--- config.mk ---
export PLATFORM = sky130hd
export DESIGN_NAME = can_rx_filter_fifo
export DESIGN_NICKNAME = d
export VERILOG_FILES = /design/src/rtl/can_rxf_pkg.sv /design/src/rtl/can_rxf_assembler.sv /design/src/rtl/can_rxf_filter_bank.sv /design/src/rtl/can_rxf_queue.sv /design/src/rtl/can_rx_filter_fifo.sv
export SDC_FILE = /design/constraint.sdc
export NUM_CORES = 1
export LEC_CHECK = 0
export ABC_CLOCK_PERIOD_IN_PS = 8400
export BUFFER_PORTS_ARGS = -buffer_cell sky130_fd_sc_hd__buf_2
export CORE_AREA = 2 2 551 553
export CTS_CLUSTER_DIAMETER = 30
export DETAILED_ROUTE_END_ITERATION = 12
export DIE_AREA = 0 0 553 555
export PLACE_DENSITY = 0.3
export SLEW_MARGIN = 30
export SYNTH_ARGS = -nofsm -noshare
export SYNTH_HDL_FRONTEND = slang
export SYNTH_SLANG_ARGS = --single-unit
--- constraint.sdc ---
create_clock -name clk -period 8.4 [get_ports clk]
set_input_delay 2.52 -clock clk [delete_from_list [all_inputs] [get_ports clk]]
set_output_delay 2.52 -clock clk [all_outputs]
set_load 0.02 [all_outputs]
--- src/rtl/can_rxf_pkg.sv ---
// Shared widths and the frame record used by the receive queue.
// Assumes the classic CAN header: 29-bit identifier, two flags, up to 8 bytes.
package can_rxf_pkg;
    localparam int ID_W      = 29;
    localparam int LEN_W     = 4;
    localparam int BYTE_W    = 8;
    localparam int MAX_BYTES = 8;
    localparam int DATA_W    = MAX_BYTES * BYTE_W;
    localparam int KEY_W     = ID_W + 2;
    localparam int WORD_W    = DATA_W / 2;

    typedef struct packed {
        logic [ID_W-1:0]   id;
        logic              rtr;
        logic              ext;
        logic [LEN_W-1:0]  len;
        logic [DATA_W-1:0] data;
    } frame_t;
endpackage

--- src/rtl/can_rxf_assembler.sv ---
// Builds one frame from a header strobe and indexed byte writes.
// The header strobe clears every lane; lanes at or above the length are
// presented as zero. Indices outside 0..MAX_BYTES-1 are ignored.
// Assumes the header strobe and byte writes do not share a cycle
// (if they do, the header wins and the byte is lost).
module can_rxf_assembler
    import can_rxf_pkg::*;
(
    input  logic              clk,
    input  logic              rst_n,
    input  logic              hdr_strobe,
    input  logic [ID_W-1:0]   hdr_id,
    input  logic              hdr_rtr,
    input  logic              hdr_ext,
    input  logic [LEN_W-1:0]  hdr_len,
    input  logic              byte_wr,
    input  logic [LEN_W-1:0]  byte_idx,
    input  logic [BYTE_W-1:0] byte_val,
    output frame_t            frame_o,
    output logic [KEY_W-1:0]  key_o
);
    logic [ID_W-1:0]   id_q;
    logic              rtr_q;
    logic              ext_q;
    logic [LEN_W-1:0]  len_q;
    logic [BYTE_W-1:0] lane_q [MAX_BYTES];
    logic [DATA_W-1:0] data_masked;

    // Header registers: capture on strobe, clear on reset.
    always_ff @(posedge clk) begin
        if (!rst_n) begin
            id_q  <= '0;
            rtr_q <= 1'b0;
            ext_q <= 1'b0;
            len_q <= '0;
        end else if (hdr_strobe) begin
            id_q  <= hdr_id;
            rtr_q <= hdr_rtr;
            ext_q <= hdr_ext;
            len_q <= hdr_len;
        end
    end

    for (genvar k = 0; k < MAX_BYTES; k++) begin : g_lane
        // Lane k: cleared by reset or header, loaded by a matching byte write.
        always_ff @(posedge clk) begin
            if (!rst_n) begin
                lane_q[k] <= '0;
            end else if (hdr_strobe) begin
                lane_q[k] <= '0;
            end else if (byte_wr && (byte_idx == LEN_W'(k))) begin
                lane_q[k] <= byte_val;
            end
        end

        assign data_masked[k*BYTE_W +: BYTE_W] = (LEN_W'(k) < len_q) ? lane_q[k] : '0;


        lane_clr_chk: assert property (@(posedge clk) disable iff (!rst_n)
            hdr_strobe |=> (lane_q[k] == '0));
    end

    // Output record and match key from the captured header.
    always_comb begin
        frame_o.id   = id_q;
        frame_o.rtr  = rtr_q;
        frame_o.ext  = ext_q;
        frame_o.len  = len_q;
        frame_o.data = data_masked;
        key_o        = {rtr_q, ext_q, id_q};
    end
endmodule

--- src/rtl/can_rxf_filter_bank.sv ---
// Compares a 31-bit key against NUM_FLT value/mask pairs. A mask bit of 1
// means the bit is compared. The lowest-numbered enabled match wins.
// Purely combinational; assumes the key is stable from a register.
module can_rxf_filter_bank
    import can_rxf_pkg::*;
#(
    parameter int NUM_FLT = 20,
    parameter int HIT_W   = 5
) (
    input  logic [KEY_W-1:0]         key_i,
    input  logic [NUM_FLT-1:0]       enable_i,
    input  logic [NUM_FLT*KEY_W-1:0] values_i,
    input  logic [NUM_FLT*KEY_W-1:0] masks_i,
    output logic                     hit_any_o,
    output logic [HIT_W-1:0]         hit_idx_o
);
    logic [NUM_FLT-1:0] match;

    for (genvar i = 0; i < NUM_FLT; i++) begin : g_flt
        assign match[i] = enable_i[i] &&
            (((key_i ^ values_i[i*KEY_W +: KEY_W]) & masks_i[i*KEY_W +: KEY_W]) == '0);
    end

    // Priority pick: scan downwards so the lowest index is assigned last.
    always_comb begin
        hit_idx_o = '0;
        for (int i = NUM_FLT - 1; i >= 0; i--) begin
            if (match[i]) begin
                hit_idx_o = HIT_W'(i);
            end
        end
        hit_any_o = |match;
    end
endmodule

--- src/rtl/can_rxf_queue.sv ---
// Circular frame store of DEPTH entries with a sticky overrun flag.
// On a push into a full queue with no pop, replace_en picks overwrite of
// the newest entry (1) or discard (0). A same-cycle pop frees a slot first.
// Storage cells carry no reset; head outputs read zero while empty.
module can_rxf_queue
    import can_rxf_pkg::*;
#(
    parameter int DEPTH = 3,
    parameter int HIT_W = 5,
    parameter int OCC_W = 4
) (
    input  logic             clk,
    input  logic             rst_n,
    input  logic             push,
    input  frame_t           push_frame,
    input  logic [HIT_W-1:0] push_hit,
    input  logic             pop,
    input  logic             replace_en,
    output frame_t           head_frame,
    output logic [HIT_W-1:0] head_hit,
    output logic [OCC_W-1:0] count,
    output logic             full,
    output logic             empty,
    output logic             overrun,
    output logic             pop_ack
);
    localparam int PTR_W = (DEPTH > 1) ? $clog2(DEPTH) : 1;
    localparam logic [PTR_W-1:0] LAST_PTR = PTR_W'(DEPTH - 1);
    localparam logic [OCC_W-1:0] FULL_CNT = OCC_W'(DEPTH);

    function automatic logic [PTR_W-1:0] ptr_inc(input logic [PTR_W-1:0] p);
        return (p == LAST_PTR) ? '0 : p + 1'b1;
    endfunction

    function automatic logic [PTR_W-1:0] ptr_dec(input logic [PTR_W-1:0] p);
        return (p == '0) ? LAST_PTR : p - 1'b1;
    endfunction

    frame_t           mem_q [DEPTH];
    logic [HIT_W-1:0] hit_q [DEPTH];
    logic [PTR_W-1:0] wr_ptr_q, rd_ptr_q, newest;
    logic [OCC_W-1:0] count_q;
    logic             ovr_q, ack_q;
    logic             pop_go, room, push_go, ovr_evt, ovr_wr;

    assign empty   = (count_q == '0);
    assign full    = (count_q == FULL_CNT);
    assign pop_go  = pop && !empty;
    assign room    = !full || pop_go;
    assign push_go = push && room;
    assign ovr_evt = push && !room;
    assign ovr_wr  = ovr_evt && replace_en;
    assign newest  = ptr_dec(wr_ptr_q);

    for (genvar s = 0; s < DEPTH; s++) begin : g_slot
        // Slot s: written by a normal push or by a replacing overrun.
        always_ff @(posedge clk) begin
            if ((push_go && (wr_ptr_q == PTR_W'(s))) || (ovr_wr && (newest == PTR_W'(s)))) begin
                mem_q[s] <= push_frame;
                hit_q[s] <= push_hit;
            end
        end
    end

    // Pointers and occupancy.
    always_ff @(posedge clk) begin
        if (!rst_n) begin
            wr_ptr_q <= '0;
            rd_ptr_q <= '0;
            count_q  <= '0;
        end else begin
            if (push_go) wr_ptr_q <= ptr_inc(wr_ptr_q);
            if (pop_go)  rd_ptr_q <= ptr_inc(rd_ptr_q);
            count_q <= count_q + OCC_W'(push_go) - OCC_W'(pop_go);
        end
    end

    // Overrun flag set by a blocked push, cleared by an accepted pop; pop acknowledge.
    always_ff @(posedge clk) begin
        if (!rst_n) begin
            ovr_q <= 1'b0;
            ack_q <= 1'b0;
        end else begin
            if (ovr_evt)     ovr_q <= 1'b1;
            else if (pop_go) ovr_q <= 1'b0;
            ack_q <= pop_go;
        end
    end

    assign head_frame = empty ? '0 : mem_q[rd_ptr_q];
    assign head_hit   = empty ? '0 : hit_q[rd_ptr_q];
    assign count      = count_q;
    assign overrun    = ovr_q;
    assign pop_ack    = ack_q;


    occ_range_chk: assert property (@(posedge clk) disable iff (!rst_n)
        count_q <= FULL_CNT);


    push_inc_chk: assert property (@(posedge clk) disable iff (!rst_n)
        (push && !full && !pop) |=> (count_q == $past(count_q) + 1'b1));


    empty_pop_chk: assert property (@(posedge clk) disable iff (!rst_n)
        (pop && empty && !push) |=> (empty && !ack_q));


    ovr_set_chk: assert property (@(posedge clk) disable iff (!rst_n)
        (push && full && !pop) |=> (ovr_q && full));


    ovr_clr_chk: assert property (@(posedge clk) disable iff (!rst_n)
        (pop && !empty) |=> !ovr_q);
endmodule

--- src/rtl/can_rx_filter_fifo.sv ---
// Receive queue with masked acceptance filters. Assembles a frame from
// header and byte strobes, runs the filter bank on completion, and stores
// accepted frames with the accepting filter number. Synchronous active-low reset.
module can_rx_filter_fifo
    import can_rxf_pkg::*;
#(
    parameter int NUM_FLT = 20,
    parameter int DEPTH   = 3,
    parameter int OCC_W   = 4,
    parameter int HIT_W   = (NUM_FLT > 1) ? $clog2(NUM_FLT) : 1
) (
    input  logic                     clk,
    input  logic                     rst_n,
    input  logic                     hdr_strobe,
    input  logic [ID_W-1:0]          hdr_id,
    input  logic                     hdr_rtr,
    input  logic                     hdr_ext,
    input  logic [LEN_W-1:0]         hdr_len,
    input  logic                     byte_wr,
    input  logic [LEN_W-1:0]         byte_idx,
    input  logic [BYTE_W-1:0]        byte_val,
    input  logic                     frame_done,
    input  logic                     ovr_replace,
    input  logic [NUM_FLT-1:0]       flt_enable,
    input  logic [NUM_FLT*KEY_W-1:0] flt_value,
    input  logic [NUM_FLT*KEY_W-1:0] flt_mask,
    input  logic                     pop,
    output logic [OCC_W-1:0]         q_count,
    output logic                     q_full,
    output logic                     q_empty,
    output logic                     q_overrun,
    output logic [WORD_W-1:0]        head_lo,
    output logic [WORD_W-1:0]        head_hi,
    output logic [ID_W-1:0]          head_id,
    output logic [LEN_W-1:0]         head_len,
    output logic                     head_rtr,
    output logic                     head_ext,
    output logic [HIT_W-1:0]         head_hit,
    output logic                     pop_ack
);
    frame_t            cur_frame, head_frame;
    logic [KEY_W-1:0]  cur_key;
    logic              hit_any;
    logic [HIT_W-1:0]  hit_idx;

    can_rxf_assembler u_asm (
        .clk        (clk),
        .rst_n      (rst_n),
        .hdr_strobe (hdr_strobe),
        .hdr_id     (hdr_id),
        .hdr_rtr    (hdr_rtr),
        .hdr_ext    (hdr_ext),
        .hdr_len    (hdr_len),
        .byte_wr    (byte_wr),
        .byte_idx   (byte_idx),
        .byte_val   (byte_val),
        .frame_o    (cur_frame),
        .key_o      (cur_key)
    );

    can_rxf_filter_bank #(.NUM_FLT(NUM_FLT), .HIT_W(HIT_W)) u_flt (
        .key_i     (cur_key),
        .enable_i  (flt_enable),
        .values_i  (flt_value),
        .masks_i   (flt_mask),
        .hit_any_o (hit_any),
        .hit_idx_o (hit_idx)
    );

    can_rxf_queue #(.DEPTH(DEPTH), .HIT_W(HIT_W), .OCC_W(OCC_W)) u_q (
        .clk        (clk),
        .rst_n      (rst_n),
        .push       (frame_done && hit_any),
        .push_frame (cur_frame),
        .push_hit   (hit_idx),
        .pop        (pop),
        .replace_en (ovr_replace),
        .head_frame (head_frame),
        .head_hit   (head_hit),
        .count      (q_count),
        .full       (q_full),
        .empty      (q_empty),
        .overrun    (q_overrun),
        .pop_ack    (pop_ack)
    );

    assign head_lo  = head_frame.data[WORD_W-1:0];
    assign head_hi  = head_frame.data[DATA_W-1:WORD_W];
    assign head_id  = head_frame.id;
    assign head_len = head_frame.len;
    assign head_rtr = head_frame.rtr;
    assign head_ext = head_frame.ext;


    hit_enabled_chk: assert property (@(posedge clk) disable iff (!rst_n)
        (frame_done && hit_any) |-> flt_enable[hit_idx]);


    drop_stable_chk: assert property (@(posedge clk) disable iff (!rst_n)
        (frame_done && !hit_any && !(pop && !q_empty)) |=> $stable(q_count));
endmodule

* After elaboration in Yosys (flattened, before gate mapping) *
Memory sizes are Yosys's and may differ from the RTL's. A register that Yosys moved wholly into a read port is not among the register bits.
Index checks and enable logic that the tools add are counted.

word-level totals
  register bits after elaboration = 45
  logic and storage cells = 279
  bits in writable memories = 376
  output and inout bits = 112
  memories kept = 3
  input port bits = 1314

operators by class
  $add $sub $neg = 5
  multiplexer cells = 109
  bitwise logic cells = 56
  reductions and logical operators = 76
  $lt $le $gt $ge = 8
  equal/unequal tests = 13

memories
  memory        words  width  read ports  clocked after Yosys merged registers in  wr ports  line                     text
  u_q.mem_q     3      99     1           1                                        1         can_rxf_queue.sv:39      frame_t mem_q [DEPTH];
  u_asm.lane_q  8      8      8           0                                        8         can_rxf_assembler.sv:26  logic [BYTE_W-1:0] lane_q [MAX_BYTES];
  u_q.hit_q     3      5      1           1                                        1         can_rxf_queue.sv:40      logic [HIT_W-1:0] hit_q [DEPTH];

operators by type and width
  kind                                                                  number
  31-bit bitwise AND                                                    20
  31-bit logical NOT                                                    20
  31-bit XOR                                                            20
  99-bit two-way mux                                                    3
  99-bit OR reduction                                                   2
  8-bit two-way mux                                                     24
  5-bit two-way mux                                                     23
  1-bit two-way mux                                                     48
  1-bit logical AND                                                     39
  2-bit two-way mux                                                     11
  20-bit OR reduction                                                   1
  4-bit by 3-bit == test with 1-bit output (second input constant)      4
  3-bit by 4-bit < comparator with 1-bit output (first input constant)  4
  1-bit bitwise OR                                                      16
  4-bit by 2-bit == test with 1-bit output (second input constant)      3
  5-bit OR reduction                                                    2
  4-bit logical NOT                                                     2
  1-bit by 4-bit < comparator with 1-bit output (first input constant)  2
  2-bit by 4-bit < comparator with 1-bit output (first input constant)  2
  2-bit == test (second input constant)                                 3
  2-bit by 1-bit adder with 2-bit output (second input constant)        2
  4-bit by 1-bit adder with 4-bit output                                1
  2-bit by 1-bit == test with 1-bit output (second input constant)      2
  4-bit by 1-bit == test with 1-bit output (second input constant)      1
  other kinds (6)                                                       12

* Depth between registers and ports, before layout *
  depth in word-level cells = 26
  depth in mapped cells = 16
  mapped depth without buffers = 14

* Modules after synthesis *
A second synthesis with hierarchy kept.

unflattened totals
  cell total of the unflattened synthesis = 2609
  area total of the unflattened synthesis = 29545.8 µm²

modules (own cells, without submodules)
  module               times used  cells an instance  area each (µm²)
  can_rxf_queue        1           732                13185.1
  can_rxf_filter_bank  1           1491               11733.8
  can_rxf_assembler    1           385                4620.7
  can_rx_filter_fifo   1           1                  6.3

* Worst setup path after synthesis *
No wires, ideal clock.

  path type = input to register
  start point = input port flt_value[561]
  end point = memory u_q.hit_q[1][0], enable pin
  setup slack = 1.327 ns
  required time = 7.926 ns
  path buffers = 0
  cell stages on the path = 9
  arrival = 6.599 ns
  cell sequence = xor2_1 -> a22oi_1 -> nand4_1 -> or4_1 -> nor2b_1 -> or2b_2 -> nor3_4 -> nor3b_4 -> a22o_1

RTL lines
  item                                                                                   line                       text
  start, declared                                                                        can_rx_filter_fifo.sv:25   input logic [NUM_FLT*KEY_W-1:0] flt_value,
  31-bit XOR (*)                                                                         can_rxf_filter_bank.sv:21  (((key_i ^ values_i[i*KEY_W +: KEY_W]) & masks_i[i*KEY_W +: KEY_W]) == '0);
  31-bit bitwise AND (*)                                                                 can_rxf_filter_bank.sv:21
  31-bit logical NOT (*)                                                                 can_rxf_filter_bank.sv:21
  1-bit logical AND (*)                                                                  can_rxf_filter_bank.sv:20  assign match[i] = enable_i[i] &&
  20-bit OR reduction (*)                                                                can_rxf_filter_bank.sv:32  hit_any_o = |match;
  1-bit logical AND (*)                                                                  can_rx_filter_fifo.sv:73   .push (frame_done && hit_any),
  1-bit logical AND (*)                                                                  can_rxf_queue.sv:50        assign push_go = push && room;
  named net u_q.push_go                                                                  can_rxf_queue.sv:44        logic pop_go, room, push_go, ovr_evt, ovr_wr;
  1-bit logical AND                                                                      can_rxf_queue.sv:58        if ((push_go && (wr_ptr_q == PTR_W'(s))) || (ovr_wr && (newest == PTR_W'(s)))) begin
  1-bit logical OR                                                                       can_rxf_queue.sv:58
  1-bit two-way mux                                                                      can_rxf_queue.sv:58
  1-bit two-way mux (not written as such)                                                can_rxf_queue.sv:60        hit_q[s] <= push_hit;
  5-bit OR reduction (no source line)                                                    n/a
  2-bit two-way mux (no source line) or 1-bit two-way mux (tied branches) (2 in series)  n/a
  end, declared                                                                          can_rxf_queue.sv:40

Mark *: on every way through the listed nets, which the timed path passes. The rest lies on a longest branch.

* Worst setup path in the final report *
  start point = input port flt_value[31]
  end point = memory u_q.mem_q[2][89] (netlist bit), enable pin

RTL lines
  item                                                                                   line                       text
  31-bit XOR (*)                                                                         can_rxf_filter_bank.sv:21
  31-bit bitwise AND (*)                                                                 can_rxf_filter_bank.sv:21
  31-bit logical NOT (*)                                                                 can_rxf_filter_bank.sv:21
  1-bit logical AND (*)                                                                  can_rxf_filter_bank.sv:20
  20-bit OR reduction (*)                                                                can_rxf_filter_bank.sv:32
  1-bit logical AND (*)                                                                  can_rx_filter_fifo.sv:73
  1-bit logical AND (*)                                                                  can_rxf_queue.sv:50
  named net u_q.push_go                                                                  can_rxf_queue.sv:44
  1-bit logical AND                                                                      can_rxf_queue.sv:58
  1-bit logical OR                                                                       can_rxf_queue.sv:58
  1-bit two-way mux                                                                      can_rxf_queue.sv:58
  1-bit two-way mux (not written as such)                                                can_rxf_queue.sv:59        mem_q[s] <= push_frame;
  99-bit OR reduction (no source line)                                                   n/a
  2-bit two-way mux (no source line) or 1-bit two-way mux (tied branches) (2 in series)  n/a
  end, declared                                                                          can_rxf_queue.sv:39

Marked as above.

==> implementation parameters <==
Parameter                              Value

Final layout
  Fillers    34500
  Layout overhead on the synthesized area    64.6%
  Fraction of final layout cells with drive strength greater than 1    45.3%
  Sequential standard cell area    12400 um^2
  Area occupied by multi-input gates    13300 um^2
  Total Nets Final    5136

Global routing
  Global route total overflow    0
  Pin count of the biggest net entering global routing    131
  Number of global-route vias before repair    28400
  Antenna violations before repair    471
  Global-route usage over all layers    22.4%
  Global-route wire length before repair    418 mm

Power and ir drop
  Fraction of power consumed by the clock network    43.4%
  Net load switching power    4.10 mW
  Seq pwr share    23.7%
  Internal Pwr Total    6.65 mW
  Share of total power in combinational logic    32.9%
  Worst voltage drop across the vdd grid    0.000176 V
  Switch share    38.2%
  Leak    18.4 nW
  Power per unit of standard cell area    248 nW/um^2

STA
  Final hold violation count    0
  Worst-margin pin slew    1.17 ns
  Clock skew    0.0762 ns
  Final setup fails    0
  Maximum frequency from static timing analysis    156 MHz
  Crit path time final    6.39 ns
  Max-slew violation count    0
  Worst hold slack across all endpoints    0.494 ns
  Setup repair after global routing missed its margin    false
  Final Cycle Share    76.1%
  Worst relative slew slack    21.3%
  Aggregate negative setup slack    0 ns

Setup path
  Critical path data arrival time    6.77 ns
  Type of destination of the critical path    flip-flop
  Startpoint class of the critical path    input port
  Req. time, crit path    8.77 ns
  Startpoint-to-endpoint class of the critical path    input port to flip-flop
  Critical-path maximum fanout    38

Routing
  DRT antenna net count    0
  Post-DR vias/cell    3.59
  DRC    0
  Total number of vias    29200
  Drt initial violations    2591
  Detailed-routing iteration count for the pre-antenna-repair pass    7
  Detailed-route wire length per cell    43.8 um
  WL final    357 mm

Logic synthesis
  Most frequently used cell type in the post-synthesis netlist    sky130_fd_sc_hd__xor2_1
  Netlist area before placement    26300 um^2
  Compound-Gate Fraction of Synth Area    11.8%
  Flop and latch count out of synthesis    423
  Fraction of post-synthesis cell area in the top cell type by area    42.9%
  Post-synthesis sequential area ratio    46.5%
  Syn Nets    3668
  Number of distinct library cells after synthesis    49
  Number of warnings reported in the yosys synthesis log    0
  Syn_area_per_cell    11.2 um^2
  Post-synth top cells    sky130_fd_sc_hd__xor2_1 (622), sky130_fd_sc_hd__edfxtp_1 (376), sky130_fd_sc_hd__a22oi_1 (276)
  Xor and xnor area share after synthesis    20.7%
  Proportion of register bits with asynchronous set or reset after synthesis    0%
  Adder-cell share of the synthesized area    0.599%
  Area fraction in and, or, nand and nor cells after synthesis    11.5%
  Gate Count Post-Synth    2342
  Ranking of synthesized cells by area    sky130_fd_sc_hd__edfxtp_1 (43%), sky130_fd_sc_hd__xor2_1 (21%), sky130_fd_sc_hd__a22oi_1 (7.9%), sky130_fd_sc_hd__mux2i_1 (5.4%), sky130_fd_sc_hd__dfxtp_1 (3.6%)
  Multiplexer area fraction after synthesis    5.36%
  Post-synth EDFFs    376
  Dominant register cell in the synthesized netlist    sky130_fd_sc_hd__edfxtp_1
  Top cell type by total area after synthesis    sky130_fd_sc_hd__edfxtp_1
  Combinational family with the most area after synthesis    XOR/XNOR gates

Placed design
  Total half-perimeter wirelength after legalization and detailed placement    315 mm
  Port-buffer cells    1425
  Routability-driven placement congestion ratio    0.987

Clock network
  Setup repair bufs after CTS    0
  Number of H-tree branching levels    3
  CTS sink count    423
  TritonCTS clock tree    built
  Cell chosen for the clock root    sky130_fd_sc_hd__clkbuf_16
  Clock latency of the later-clocked register in the worst-skew pair    0.71 ns
  Clk buf depth    3
  Clock slew seen by the registers of the worst setup and hold paths    0.04 ns
  TritonCTS buffer count    114
  CTS resizes    0
  Number of buffers added to fix hold violations after cts    0

Run status
  Result of the run    complete, no violations

Floorplan
  Width of the die    553 um
  Starting density of the core    8.74%
  Number of rows created at floorplan    202
  Die Y-Extent    555 um
  I/O Pins    1426
  Core area    301000 um^2
  Die footprint    307000 um^2

Job
  Number of violations of the max-capacitance limit    0

Worst hold path
  Min-delay worst type    flip-flop to flip-flop
-- sequential cells by signal, indices dropped and copies added (netlist names), named ones only --
signal and count:
u_q.mem_q 297, u_asm.lane_q 64, u_q.wr_ptr_q 2, u_q.overrun 1, u_asm.id_q 29, u_q.hit_q 15
u_asm.len_q 4, u_asm.rtr_q 1, u_q.count 4, u_q.rd_ptr_q 2, u_q.pop_ack 1, u_asm.ext_q 1
-- metrics by stage --
stage	area [um^2]	setup slack, ns	total power [mW]	utilization [%]	std cells
global route	43100	1.89	11.1	14.3	8047
detailed placement	38400	1.09	6.14	12.8	7671
floorplan	26300	1.33	4.06	-	2342
CTS	42600	1.86	10.9	14.1	7888
global placement	38300	0.897	6.14	12.7	7669
finish	43300	2.01	10.7	14.4	8155
-- critical path, cell delays in order --
cell                      delay (ns)
sky130_fd_sc_hd__buf_2          0.10
sky130_fd_sc_hd__xor2_1         0.24
sky130_fd_sc_hd__a22oi_1        0.68
sky130_fd_sc_hd__nand4_1        0.21
sky130_fd_sc_hd__nor4_2         0.81
sky130_fd_sc_hd__buf_4          0.29
sky130_fd_sc_hd__nor4_2         0.07
sky130_fd_sc_hd__nand2_4        0.15
sky130_fd_sc_hd__nor3_4         0.11
sky130_fd_sc_hd__nor3b_4        0.50
sky130_fd_sc_hd__a22o_4         0.63
sky130_fd_sc_hd__buf_12         0.34
-- kinds of logic (layout without fill, tap and decap cells) --
logic type      Yosys count  in the layout
buf+inv                 150           1719
fa+ha+maj                12             12
compound gates          439            439
mux                     141            141
xor+xnor                622            622
flops                   423            423
simple gates            555            555
other cells               0            266
-- power by group through the flow --
stage / logic, mW / clock network [mW] / registers (mW)
finish: 3.54 / 4.67 / 2.55
CTS: 3.54 / 4.76 / 2.57
global placement: 3.53 / 0 / 2.61
detailed placement: 3.53 / 0 / 2.61
floorplan: 1.66 / 0 / 2.40
global route: 3.71 / 4.87 / 2.55
-- routing by layer --
layer,share of wire (%),global-route usage [%]
met1,37,24.5
met2,50,39.5
met3,8.8,8.01
met4,4.1,8.28
met5,0.32,0
-- final cells by class --
cell class | instances | share of cell area, %
diodes | 266 | 1.54
well taps | 3978 | 11.5
inverters | 13 | 0.116
flip-flops and latches | 423 | 28.5
clock buffers | 131 | 6.92
clock inverters | 86 | 2.76
repair buffers | 1489 | 17.9
multi-input cells | 1769 | 30.8
-- placed cells by master, fill, tap and decap left out, types with 3 or more instances in the layout --
master / Yosys / layout
sky130_fd_sc_hd__nand4_1: 80 / 80
sky130_fd_sc_hd__clkinv_16: 0 / 4
sky130_fd_sc_hd__o21ai_0: 5 / 4
sky130_fd_sc_hd__a21oi_1: 112 / 111
sky130_fd_sc_hd__edfxtp_1: 376 / 376
sky130_fd_sc_hd__xor2_1: 622 / 611
sky130_fd_sc_hd__diode_2: 0 / 266
sky130_fd_sc_hd__nor3_1: 8 / 6
sky130_fd_sc_hd__a22o_1: 15 / 12
sky130_fd_sc_hd__nand2_1: 23 / 23
sky130_fd_sc_hd__a22o_4: 0 / 3
sky130_fd_sc_hd__nor4_4: 3 / 5
sky130_fd_sc_hd__clkbuf_8: 0 / 6
sky130_fd_sc_hd__nor4_1: 7 / 3
sky130_fd_sc_hd__nand2b_1: 9 / 9
sky130_fd_sc_hd__buf_2: 21 / 1425
sky130_fd_sc_hd__clkbuf_1: 41 / 10
sky130_fd_sc_hd__buf_12: 0 / 8
sky130_fd_sc_hd__nor2b_1: 87 / 87
sky130_fd_sc_hd__nor4_2: 15 / 17
sky130_fd_sc_hd__mux2i_1: 141 / 141
sky130_fd_sc_hd__clkbuf_16: 0 / 115
sky130_fd_sc_hd__o21bai_1: 3 / 3
sky130_fd_sc_hd__xor2_2: 0 / 11
sky130_fd_sc_hd__inv_1: 12 / 12
sky130_fd_sc_hd__and2_1: 85 / 85
sky130_fd_sc_hd__a22oi_1: 276 / 276
sky130_fd_sc_hd__ha_1: 11 / 11
sky130_fd_sc_hd__bufinv_16: 0 / 24
sky130_fd_sc_hd__buf_4: 21 / 53
sky130_fd_sc_hd__nor2_1: 222 / 222
sky130_fd_sc_hd__clkinvlp_4: 0 / 10
sky130_fd_sc_hd__a21boi_0: 10 / 9
sky130_fd_sc_hd__clkinv_4: 0 / 10
sky130_fd_sc_hd__a221oi_2: 12 / 12
sky130_fd_sc_hd__clkinv_2: 0 / 18
sky130_fd_sc_hd__dfxtp_4: 0 / 33
sky130_fd_sc_hd__clkinv_1: 1 / 19
sky130_fd_sc_hd__dfxtp_1: 47 / 14
-- worst paths after layout --
path / slack, ns / startpoint / endpoint / cells past startpoint
worst min-delay path: 0.49 / u_q.rd_ptr_q[0] / flip-flop / 2
worst max register to register: 2.63 / u_asm.id_q[8] / u_q.mem_q[2][89] / 11
worst max-delay path: 2.01 / flt_value[31] / u_q.mem_q[2][89] / 12
worst min register to register: 0.49 / u_q.rd_ptr_q[0] / flip-flop / 2
Power figures use the tool's default switching activity.
